### config.mk
export PLATFORM = sky130hd
export DESIGN_NAME = hdr_field_patcher
export DESIGN_NICKNAME = d
export VERILOG_FILES = /design/src/rtl/hdr_patch_pkg.sv /design/src/rtl/hdr_idx_seq.sv /design/src/rtl/hdr_len_calc.sv /design/src/rtl/hdr_ovr_decode.sv /design/src/rtl/hdr_field_patcher.sv
export SDC_FILE = /design/constraint.sdc
export NUM_CORES = 1
export LEC_CHECK = 0
export ABC_AREA = 1
export BUFFER_PORTS_ARGS = -buffer_cell sky130_fd_sc_hd__buf_4
export CORE_AREA = 2 2 80 82
export DETAILED_ROUTE_END_ITERATION = 7
export DIE_AREA = 0 0 82 84
export PLACE_DENSITY = 0.74
export RECOVER_POWER = 100
export SETUP_SLACK_MARGIN = 0.1
export SLEW_MARGIN = 40
export SYNTH_ARGS = -nofsm -noshare
export SYNTH_HDL_FRONTEND = slang
export SYNTH_HIERARCHICAL = 1
export SYNTH_SLANG_ARGS = --single-unit
### constraint.sdc
create_clock -name clk_i -period 2.3 [get_ports clk_i]
set_input_delay 0.46 -clock clk_i [delete_from_list [all_inputs] [get_ports clk_i]]
set_output_delay 0.46 -clock clk_i [all_outputs]
set_load 0.05 [all_outputs]
### src/rtl/hdr_patch_pkg.sv
package hdr_patch_pkg;

  localparam int unsigned BYTE_W = 8;

  typedef enum logic [2:0] {
    OVR_NONE,
    OVR_TLEN_HI,
    OVR_TLEN_LO,
    OVR_CSUM_HI,
    OVR_CSUM_LO,
    OVR_ULEN_HI,
    OVR_ULEN_LO
  } ovr_sel_e;

endpackage

### src/rtl/hdr_idx_seq.sv
module hdr_idx_seq #(
  parameter int unsigned IDX_W    = 6,
  parameter int unsigned LAST_POS = 41
) (
  input  logic             clk_i,
  input  logic             rst_ni,
  input  logic             start_i,
  output logic             accept_o,
  output logic [IDX_W-1:0] idx_o
);

  localparam logic [IDX_W-1:0] LastIdx = IDX_W'(LAST_POS);

  logic             busy_q;
  logic [IDX_W-1:0] idx_q;

  assign accept_o = start_i & ~busy_q;
  assign idx_o    = idx_q;

  always_ff @(posedge clk_i or negedge rst_ni) begin
    if (!rst_ni) begin
      busy_q <= 1'b0;
      idx_q  <= '0;
    end else if (accept_o) begin
      busy_q <= 1'b1;
      idx_q  <= IDX_W'(1);
    end else if (busy_q) begin
      if (idx_q == LastIdx) begin
        busy_q <= 1'b0;
        idx_q  <= '0;
      end else begin
        idx_q <= idx_q + IDX_W'(1);
      end
    end
  end

endmodule

### src/rtl/hdr_len_calc.sv
module hdr_len_calc #(
  parameter int unsigned       LEN_W     = 16,
  parameter int unsigned       TLEN_ADD  = 28,
  parameter int unsigned       ULEN_ADD  = 8,
  parameter logic [LEN_W-1:0]  CSUM_BASE = 16'hB77D
) (
  input  logic             clk_i,
  input  logic             rst_ni,
  input  logic             load_i,
  input  logic [LEN_W-1:0] len_i,
  output logic [LEN_W-1:0] tlen_o,
  output logic [LEN_W-1:0] csum_o,
  output logic [LEN_W-1:0] ulen_o
);

  logic [LEN_W-1:0] len_q;

  always_ff @(posedge clk_i or negedge rst_ni) begin
    if (!rst_ni)     len_q <= '0;
    else if (load_i) len_q <= len_i;
  end

  // Only the length field varies between frames, so the checksum is base minus length
  assign tlen_o = len_q + LEN_W'(TLEN_ADD);
  assign ulen_o = len_q + LEN_W'(ULEN_ADD);
  assign csum_o = CSUM_BASE - len_q;

endmodule

### src/rtl/hdr_ovr_decode.sv
module hdr_ovr_decode
  import hdr_patch_pkg::*;
#(
  parameter int unsigned IDX_W    = 6,
  parameter int unsigned RD_LAT   = 1,
  parameter int unsigned TLEN_POS = 16,
  parameter int unsigned CSUM_POS = 24,
  parameter int unsigned ULEN_POS = 38
) (
  input  logic             clk_i,
  input  logic             rst_ni,
  input  logic [IDX_W-1:0] idx_i,
  output ovr_sel_e         sel_o
);

  ovr_sel_e sel_c;
  ovr_sel_e sel_q [RD_LAT];

  always_comb begin
    sel_c = OVR_NONE;
    if      (idx_i == IDX_W'(TLEN_POS))     sel_c = OVR_TLEN_HI;
    else if (idx_i == IDX_W'(TLEN_POS + 1)) sel_c = OVR_TLEN_LO;
    else if (idx_i == IDX_W'(CSUM_POS))     sel_c = OVR_CSUM_HI;
    else if (idx_i == IDX_W'(CSUM_POS + 1)) sel_c = OVR_CSUM_LO;
    else if (idx_i == IDX_W'(ULEN_POS))     sel_c = OVR_ULEN_HI;
    else if (idx_i == IDX_W'(ULEN_POS + 1)) sel_c = OVR_ULEN_LO;
  end

  // One stage per cycle of template read latency
  for (genvar s = 0; s < RD_LAT; s++) begin : g_stage
    if (s == 0) begin : g_first
      always_ff @(posedge clk_i or negedge rst_ni) begin
        if (!rst_ni) sel_q[s] <= OVR_NONE;
        else         sel_q[s] <= sel_c;
      end
    end else begin : g_next
      always_ff @(posedge clk_i or negedge rst_ni) begin
        if (!rst_ni) sel_q[s] <= OVR_NONE;
        else         sel_q[s] <= sel_q[s-1];
      end
    end
  end

  assign sel_o = sel_q[RD_LAT-1];

endmodule

### src/rtl/hdr_field_patcher.sv
module hdr_field_patcher
  import hdr_patch_pkg::*;
#(
  parameter int unsigned      IDX_W     = 6,
  parameter int unsigned      HDR_BYTES = 42,
  parameter int unsigned      LEN_W     = 16,
  parameter int unsigned      RD_LAT    = 1,
  parameter int unsigned      TLEN_POS  = 16,
  parameter int unsigned      CSUM_POS  = 24,
  parameter int unsigned      ULEN_POS  = 38,
  parameter int unsigned      TLEN_ADD  = 28,
  parameter int unsigned      ULEN_ADD  = 8,
  parameter logic [LEN_W-1:0] CSUM_BASE = 16'hB77D
) (
  input  logic              clk_i,
  input  logic              rst_ni,
  input  logic              start_i,
  input  logic [LEN_W-1:0]  pay_len_i,
  input  logic [BYTE_W-1:0] tmpl_byte_i,
  output logic [IDX_W-1:0]  tmpl_idx_o,
  output logic [BYTE_W-1:0] hdr_byte_o
);

  localparam int unsigned LAST_POS = HDR_BYTES - 1;

  logic             accept;
  logic [LEN_W-1:0] tlen, csum, ulen;
  ovr_sel_e         sel;

  hdr_idx_seq #(
    .IDX_W   (IDX_W),
    .LAST_POS(LAST_POS)
  ) u_seq (
    .clk_i   (clk_i),
    .rst_ni  (rst_ni),
    .start_i (start_i),
    .accept_o(accept),
    .idx_o   (tmpl_idx_o)
  );

  hdr_len_calc #(
    .LEN_W    (LEN_W),
    .TLEN_ADD (TLEN_ADD),
    .ULEN_ADD (ULEN_ADD),
    .CSUM_BASE(CSUM_BASE)
  ) u_len (
    .clk_i (clk_i),
    .rst_ni(rst_ni),
    .load_i(accept),
    .len_i (pay_len_i),
    .tlen_o(tlen),
    .csum_o(csum),
    .ulen_o(ulen)
  );

  hdr_ovr_decode #(
    .IDX_W   (IDX_W),
    .RD_LAT  (RD_LAT),
    .TLEN_POS(TLEN_POS),
    .CSUM_POS(CSUM_POS),
    .ULEN_POS(ULEN_POS)
  ) u_dec (
    .clk_i (clk_i),
    .rst_ni(rst_ni),
    .idx_i (tmpl_idx_o),
    .sel_o (sel)
  );

  always_comb begin
    unique case (sel)
      OVR_TLEN_HI: hdr_byte_o = tlen[LEN_W-1 -: BYTE_W];
      OVR_TLEN_LO: hdr_byte_o = tlen[BYTE_W-1:0];
      OVR_CSUM_HI: hdr_byte_o = csum[LEN_W-1 -: BYTE_W];
      OVR_CSUM_LO: hdr_byte_o = csum[BYTE_W-1:0];
      OVR_ULEN_HI: hdr_byte_o = ulen[LEN_W-1 -: BYTE_W];
      OVR_ULEN_LO: hdr_byte_o = ulen[BYTE_W-1:0];
      default:     hdr_byte_o = tmpl_byte_i;
    endcase
  end

endmodule

=== After elaboration in Yosys (flattened, before gate mapping) ===
Cells that the tools add are included.

* Register bits after elaboration: 26
* Word-level logic and storage cells: 37
* Input bits: 27
* Output and inout port bits: 14

* Bitwise operators: 2
* Multiplexer cells: 13
* Reductions and logical operators: 1
* $add $sub $neg: 4
* Equal/unequal tests: 13

{| class="wikitable"
|+ Operators by type and width
! operator !! number
|-
| $pmux 8 s6 || 1
|-
| $eq 6x5->1 const B || 4
|-
| $eq 6x6->1 const B || 3
|-
| $mux 3 || 6
|-
| $mux 6 || 3
|-
| $add 16x4->16 const B || 1
|-
| $add 16x5->16 const B || 1
|-
| $sub 16x16->16 const A || 1
|-
| $eq 3x3->1 const B || 3
|-
| $add 6x1->6 const B || 1
|-
| $eq 3x2->1 const B || 2
|-
| $eq 3x1->1 const B || 1
|-
| $mux 1 || 3
|-
| $reduce_bool 2->1 || 1
|-
| $and 1x1->1 || 1
|-
| $not 1->1 || 1
|}

=== Longest topological paths before layout ===
Gate-level depths: netlist of run 1.

* Depth in word-level cells: 7
* Gate-level depth with buffers: 12

=== Modules after synthesis ===
The synthesis of run 1 kept the hierarchy.

{| class="wikitable"
|+ By module, submodules not included
! module !! cells each !! area each (µm²) !! times used
|-
| hdr_len_calc || 242 || 1600.3 || 1
|-
| hdr_field_patcher || 125 || 699.4 || 1
|-
| hdr_idx_seq || 51 || 427.9 || 1
|-
| hdr_ovr_decode || 28 || 190.2 || 1
|}

=== Least setup slack after synthesis of run 1 ===
OpenSTA, ideal clock, no wires.

* Path kind: flip-flop to output port
* Start point: register u_len.len_q[3]
* End point: output port hdr_byte_o[6]
* Path buffers: 0
* Arrival time: 1.820 ns
* Cell stages (with the launch flop): 10
* Slack: 0.020 ns
* Cell sequence: dfrtp_1 inv_1 ha_1 a21oi_2 nand3_1 xor2_1 nand4_1 nand2_1 inv_1 nand3_1

* Longest elaborated chain between the ends: 2

{| class="wikitable"
|+ RTL lines
! what !! line !! source
|-
| start, declared || hdr_len_calc.sv:16 || <nowiki>logic [LEN_W-1:0] len_q;</nowiki>
|-
| start signal, assigned || hdr_len_calc.sv:20 || <nowiki>else if (load_i) len_q <= len_i;</nowiki>
|-
| $add 16x5->16 || hdr_len_calc.sv:24 || <nowiki>assign tlen_o = len_q + LEN_W'(TLEN_ADD);</nowiki>
|-
| named net tlen[14] || hdr_field_patcher.sv:27 || <nowiki>logic [LEN_W-1:0] tlen, csum, ulen;</nowiki>
|-
| $pmux 8 s6 || hdr_field_patcher.sv:70 || <nowiki>unique case (sel)</nowiki>
|-
| end, declared || hdr_field_patcher.sv:21 || <nowiki>output logic [BYTE_W-1:0] hdr_byte_o</nowiki>
|}

The timed path passes the listed nets, and every way through them passes these cells.

=== Final worst setup path of run 1 ===
* Start point: register u_len.len_q[3]
* End point: output port hdr_byte_o[2]

The elaborated chain is that of the path after synthesis.

==> reports/qor.yml, run 1 <==
yosys.area.top_type_share: 0.223
synthTopCellsByArea: "dfrtp_1, nand2_1, nand4_1"
layout-drive-gt1-share: 0.326
final_cells: 593
yosys_warnings: 6
finalWeightedCongestion: 1.03
p_leak_nw: 1.84
arrival_ns: 2.02
grt_first_pass_wirelength_mm: 13.8
avgSynthCellArea_um2: 6.54
hold_viol_final: 0
netlist_instances: 446
crit_required_ns: 1.84
skew_ns: 0.00770
cts_tree: "yes"
vias: 3252
clock_latency_ns: 0.28
initial_utilization: 0.479
crit_type: "reg2out"
yosys.area.top_type: "dfrtp_1"
crit_family: "flip-flops"
failed_checks: "setup timing"
async_flop_share: 1.00
die_h_um: 84
setup_viol: 8
grt_max_degree: 27
slew_violations: 0
cts_max_level: 1
cp-end-kind: "primary output"
worstHoldPathType: "in2reg"
clk_pin_slew_ns: 0.10
grt_pass1_vias: 3023
io_pins: 41
antenna_found_initial: 0
ys.flop_type: "dfrtp_1"
viasPerCell: 5.48
crit_buf_inv: 4
rows: 29
die_w_um: 82
dr.first_iter.drc_count: 207
syn-num-nets: 483
crit_fanout: 6
root_buffer: "clkbuf_8"
setup_slack_ns: -0.179
synth_cell_type_count: 34
path_cells: "inv_4, ha_4, a21oi_4, buf_6, a21oi_2, nor2_1, nand4_1, nand2_1, inv_1, nand3_2, buf_8"
coreArea_um2: 6100
cp_slowest_cell: "dfrtp_2"
power.density_nw_per_um2: 1320
fin_nets: 554
netlist_area_um2: 2920
max_slew_margin: 0.106
port_buffers: 40
cts_sinks: 26
status: "finished, violations left"
fin_crit_sh: 1.08
drc_errors: 0
grtUsageTotal: 0.251
critPathLaunchType: "flip-flop"
drv_cap: 0
rsz0062_at_grt: "true"
synth_common_cells: "nand2_1, nand3_1, inv_1"
cts_buffers: 3
dieArea_um2: 6890
worst_pin_slew_ns: 1.34
critPathMaxStageDelay_ns: 0.51
drt-wirelength-per-cell_um: 14.3
area_growth_pct: 31.1
drt-pass1-iter-count: 6
synth_seq_area_share: 0.223
cts_max_path_buffers: 2
ctsHoldBuffers: 0
fin_crit_ns: 2.48
synth_edf_count: 0
antennaDiodeCount: 0
peakVddDrop_mv: 0.746
wl_mm: 8.46
yosys_register_bits: 26
dp_slack_ns: 0.000683
synth_most_common_cell: "nand2_1"
grt_overflow: 0
ant_nets: 0
place_inst: 564
dp_hpwl_mm: 6.06
fmax_mhz: 403
## flip-flops by register name (all words and copies together), names as in the netlist
| register | flops |
|---|---|
| u_dec/sel_o | 3 |
| u_seq/idx_o | 6 |
| u_seq/busy_q | 1 |
| u_len/len_q | 16 |
## layer usage
metal | GRT usage | vias to the layer above | share of wire
li1 | - | 1595 | -
met1 | 0.346 | 1491 | 0.44
met4 | 0.0879 | 0 | 0.028
met3 | 0.0346 | 31 | 0.062
met2 | 0.397 | 135 | 0.47
met5 | 0 | - | 0
## cell families (layout without fill, tap and decap cells)
family / Yosys count / count (layout) / synth area share
XOR/XNOR: 26 / 26 / 0.0780
adder cells (fa/ha/maj): 10 / 10 / 0.0429
buffers and inverters: 77 / 147 / 0.136
flip-flops: 26 / 26 / 0.223
AND/OR/NAND/NOR: 277 / 277 / 0.460
AO/OA/AOI/OAI: 30 / 30 / 0.0600
## worst paths after layout
path / cells after the start / end / slack (ns) / start
setup / recovery: 11 / hdr_byte_o[2] / -0.18 / u_len/len_q[3]
hold / removal: 3 / u_len/len_q[9] / 0.38 / pay_len_i[9]
setup reg to reg: 3 / u_len/len_q[8] / 0.68 / u_seq/busy_q
hold reg to reg: 1 / u_seq/busy_q / 0.58 / u_seq/busy_q
max in group asynchronous: 1 / u_len/len_q[4] / 0.95 / rst_ni
min in group asynchronous: 1 / u_len/len_q[15] / 0.46 / rst_ni
## placed cells by master, fill, tap and decap left out, drive strengths merged
cell type / instances
nand2: 129
buf: 80
nand3: 55
inv: 51
nor2: 45
nand4: 43
dfrtp: 26
xor2: 24
o21ai: 23
clkbuf: 13
ha: 10
a21oi: 6
nor3: 5
xnor2: 2
bufinv: 1
clkinvlp: 1
clkinv: 1
o21bai: 1
## tightest hold or removal path, cell delays in order
cell	delay [ns]
buf_4	0.08
nand2_1	0.04
o21ai_0	0.06
## cell type report
type | instances | area, µm²
clock buffers | 3 | 41.3
clock inverters | 1 | 30.0
fillers | 543 | 2270
inverters | 53 | 218
multi-input cells | 343 | 2080
flip-flops and latches | 26 | 662
well taps | 77 | 96.3
repair buffers | 90 | 696
## stage by stage
| step | util | hold WS [ns] | power, W | cell area, µm² | setup TNS (ns) |
|---|---|---|---|---|---|
| floorplan | - | 0.164 | 0.00313 | 2950 | 0 |
| global placement | 0.548 | 0.381 | 0.00386 | 3340 | 0 |
| detailed placement | 0.548 | 0.383 | 0.00392 | 3340 | 0 |
| CTS | 0.612 | 0.0838 | 0.00479 | 3730 | -0.612 |
| global route | 0.627 | 0.390 | 0.00541 | 3820 | -2.15 |
| finish | 0.627 | 0.384 | 0.00505 | 3820 | -1.17 |
## report_power, final
| group | switching (W) | internal, W |
|---|---|---|
| Sequential | 0.000404 | 0.000680 |
| Combinational | 0.00218 | 0.00140 |
| Clock | 0.000151 | 0.000233 |
## repair_timing
action / in CTS / in global routing
endpoints found under the setup margin: 8 / 8
setup buffers: 15 / 10
endpoints found under the hold margin: 0 / 0
gates resized for setup: 61 / 24
pin swaps: 17 / 12
Power figures use the tool's default switching activity.
==> run 2: changes to the inputs <==
- CORE_AREA: 2 2 80 82 -> 2 2 84 86
- DIE_AREA: 0 0 82 84 -> 0 0 86 88
- PLACE_DENSITY: 0.74 -> not set
==> run 2 against run 1 <==
Net effect: the run still ends with setup timing left; clock skew down 0.0061 ns; hold slack got worse by 0.0013 ns; worst setup slack worse by 0.018 ns; sequential cell count unchanged; first-iteration DRC count decreased by 20%; sequential share of layout area up 0.66 points; die area up 9.9%; via count fell by 7.5%; critical path type unchanged; combinational power fell by 7.8%.
==> reports/qor.yml, run 2 (same netlist as run 1, synthesis figures left out) <==
dr.first_iter.drc_count: 165  # -20%
critical_path.most_common_cell: "nand2_1"
cts_buffers: 3  # unchanged
hold_end: "u_len/len_q[7]"
dp_hpwl_mm: 6.26  # +3.3%
drt-wirelength-per-cell_um: 14.2  # -0.46%
fin_crit_ns: 2.50  # +0.0182 ns
vias: 3009  # -7.5%
status: "finished, violations left"
cp_slowest_cell: "dfrtp_2"
io_pins: 41  # unchanged
fin_crit_sh: 1.09  # +0.00792
r2r_slack_ns: 0.39  # -0.29 ns
ant_nets: 0  # unchanged
arrival_ns: 2.04  # +0.02 ns
ctsHoldBuffers: 0  # unchanged
slew_violations: 0  # unchanged
grt_pass1_vias: 2861  # -5.4%
grtUsageTotal: 0.232  # -0.0192
r2r-start: "u_seq/busy_q"
drt-pass1-iter-count: 4  # -2
p_int_w: 0.00214  # -7.5%
crit_fanout: 6  # unchanged
clk_pin_slew_ns: 0.10  # about the same
critPathLaunchType: "flip-flop"
rows: 30  # +3.4%
cts_max_path_buffers: 2  # unchanged
crit_required_ns: 1.84  # about the same
grt_overflow: 0  # unchanged
peakVddDrop_mv: 0.554  # -26%
final_cell_mix: "nand2_1, buf_4, nand4_1"
final_common_cell: "nand2_1"
r2r-end: "u_len/len_q[3]"
path_cells: "ha_4, nand2_2, nand2_2, nand2_1, nand3_1, nand3_1, nand2_1, nand4_1, nand2_1, nor2_1, nand3_2, buf_8"
fmax_mhz: 400  # -0.73%
power_frac_comb: 0.694  # -0.015
setup_viol: 8  # unchanged
die_h_um: 88  # +4.8%
setup_slack_ns: -0.197  # -0.0182 ns
rsz0062_at_grt: "true"
grt_first_pass_wirelength_mm: 14.0  # +1.3%
worstHoldPathType: "in2reg"
skew_ns: 0.00159  # -0.00611 ns
crit_type: "reg2out"
cp-end-kind: "primary output"
cts_max_level: 1  # unchanged
area_growth_pct: 25.8
dp_slack_ns: -0.0299  # -0.0306 ns
antenna_found_initial: 0  # unchanged
largest_reg_flops: 16  # unchanged
failed_checks: "setup timing"
finalWeightedCongestion: 1.03  # +0.20%
die_w_um: 86  # +4.9%
coreArea_um2: 6640  # +9.0%
power.net_switching_w: 0.00261  # -4.5%
critPathMaxStageDelay_ns: 0.51  # about the same
switching_share: 0.550  # +0.00779
drv_cap: 0  # unchanged
layout-drive-gt1-share: 0.293  # -0.0322
dieArea_um2: 7570  # +9.9%
cts_tree: "yes"
p_leak_nw: 1.76  # -4.3%
min_from: "pay_len_i[7]"
max_slew_margin: 0.0231  # -0.0829
power.density_nw_per_um2: 1290  # -1.9%
port_buffers: 40  # unchanged
viasPerCell: 5.18  # -5.6%
total_power_w: 0.00475  # -5.9%
initial_utilization: 0.439  # -0.0395
p_clk_frac: 0.082  # +0.006
grt_max_degree: 33  # +22%
worst_pin_slew_ns: 1.47  # +0.124 ns
drc_errors: 0  # unchanged
antennaDiodeCount: 0  # unchanged
wl_mm: 8.25  # -2.5%
fin_nets: 539  # -2.7%
cts_sinks: 26  # unchanged
clock_latency_ns: 0.27  # about the same
worstHoldPathCells: 3  # unchanged
pwr-share-seq: 0.223  # +0.008
hold_viol_final: 0  # unchanged
largest_register: "u_len/len_q"
worst-r2r-cell-count: 3  # unchanged
root_buffer: "clkbuf_8"
==> run 2: metrics by stage <==
| stage | cells | instance area, µm² | TNS (ns) | hold slack (ns) | util |
|---|---|---|---|---|---|
| 3_5_place_dp | 572 | 3390 | -0.0770 | 0.397 | 0.510 |
| 2_1_floorplan | 446 | 2950 | 0 | 0.164 | - |
| 6_report | 581 | 3670 | -1.17 | 0.383 | 0.553 |
| 4_1_cts | 580 | 3660 | -0.935 | 0.0878 | 0.552 |
| 5_1_grt | 581 | 3670 | -2.32 | 0.381 | 0.553 |
| 3_3_place_gp | 572 | 3390 | -0.127 | 0.398 | 0.510 |
==> run 2: worst max-delay path, delay by kind of cell (launching register included) <==
family | cells | cell delay (ns)
and+or+nand+nor | 10 | 0.88
DFF | 1 | 0.51
adders and majority gates | 1 | 0.20
buffers and inverters | 1 | 0.16
==> run 2: area by class of cell <==
class | instances | area, µm²
Fill cell | 660 | 2970
Multi-Input combinational cell | 343 | 2050
Sequential cell | 26 | 659
Timing Repair Buffer | 75 | 582
Inverter | 53 | 211
Tap cell | 80 | 100
Clock buffer | 3 | 41.3
Clock inverter | 1 | 30.0
==> run 2: metal layers <==
layer  GRT usage  routed length (µm)
met1       0.347                4150
met5           0                   0
met4      0.0548                  70
met3      0.0283                 426
met2       0.357                3610
==> run 2: worst max path at each step <==
stage | startpoint | end | cells past startpoint | slack, ns
6_report | u_len/len_q[2] | hdr_byte_o[4] | 12 | -0.20
5_1_grt | u_len/len_q[2] | hdr_byte_o[4] | 10 | -0.31
4_1_cts | u_len/len_q[2] | hdr_byte_o[4] | 10 | -0.14
3_5_place_dp | u_len/len_q[2] | hdr_byte_o[6] | 10 | -0.03
3_3_place_gp | u_len/len_q[2] | hdr_byte_o[4] | 10 | -0.06
2_1_floorplan | u_len/len_q[3] | hdr_byte_o[1] | 10 | 0.11
==> run 2: power by group through the flow <==
stage	Combinational (W)	Clock [W]	Sequential (W)
after global placement	0.00299	0	0.00103
after global routing	0.00363	0.000423	0.00111
after CTS	0.00327	0.000405	0.00106
after floorplan	0.00205	0	0.00108
after detailed placement	0.00299	0	0.00103
final	0.00330	0.000391	0.00106
==> run 2: repair_timing <==
action | CTS | global route
pin swaps | 12 | 11
endpoints found under the hold margin | 0 | 0
setup endpoints to repair | 8 | 8
resized for setup | 48 | 18
buffers inserted | 4 | 1
gates cloned | 0 | 0
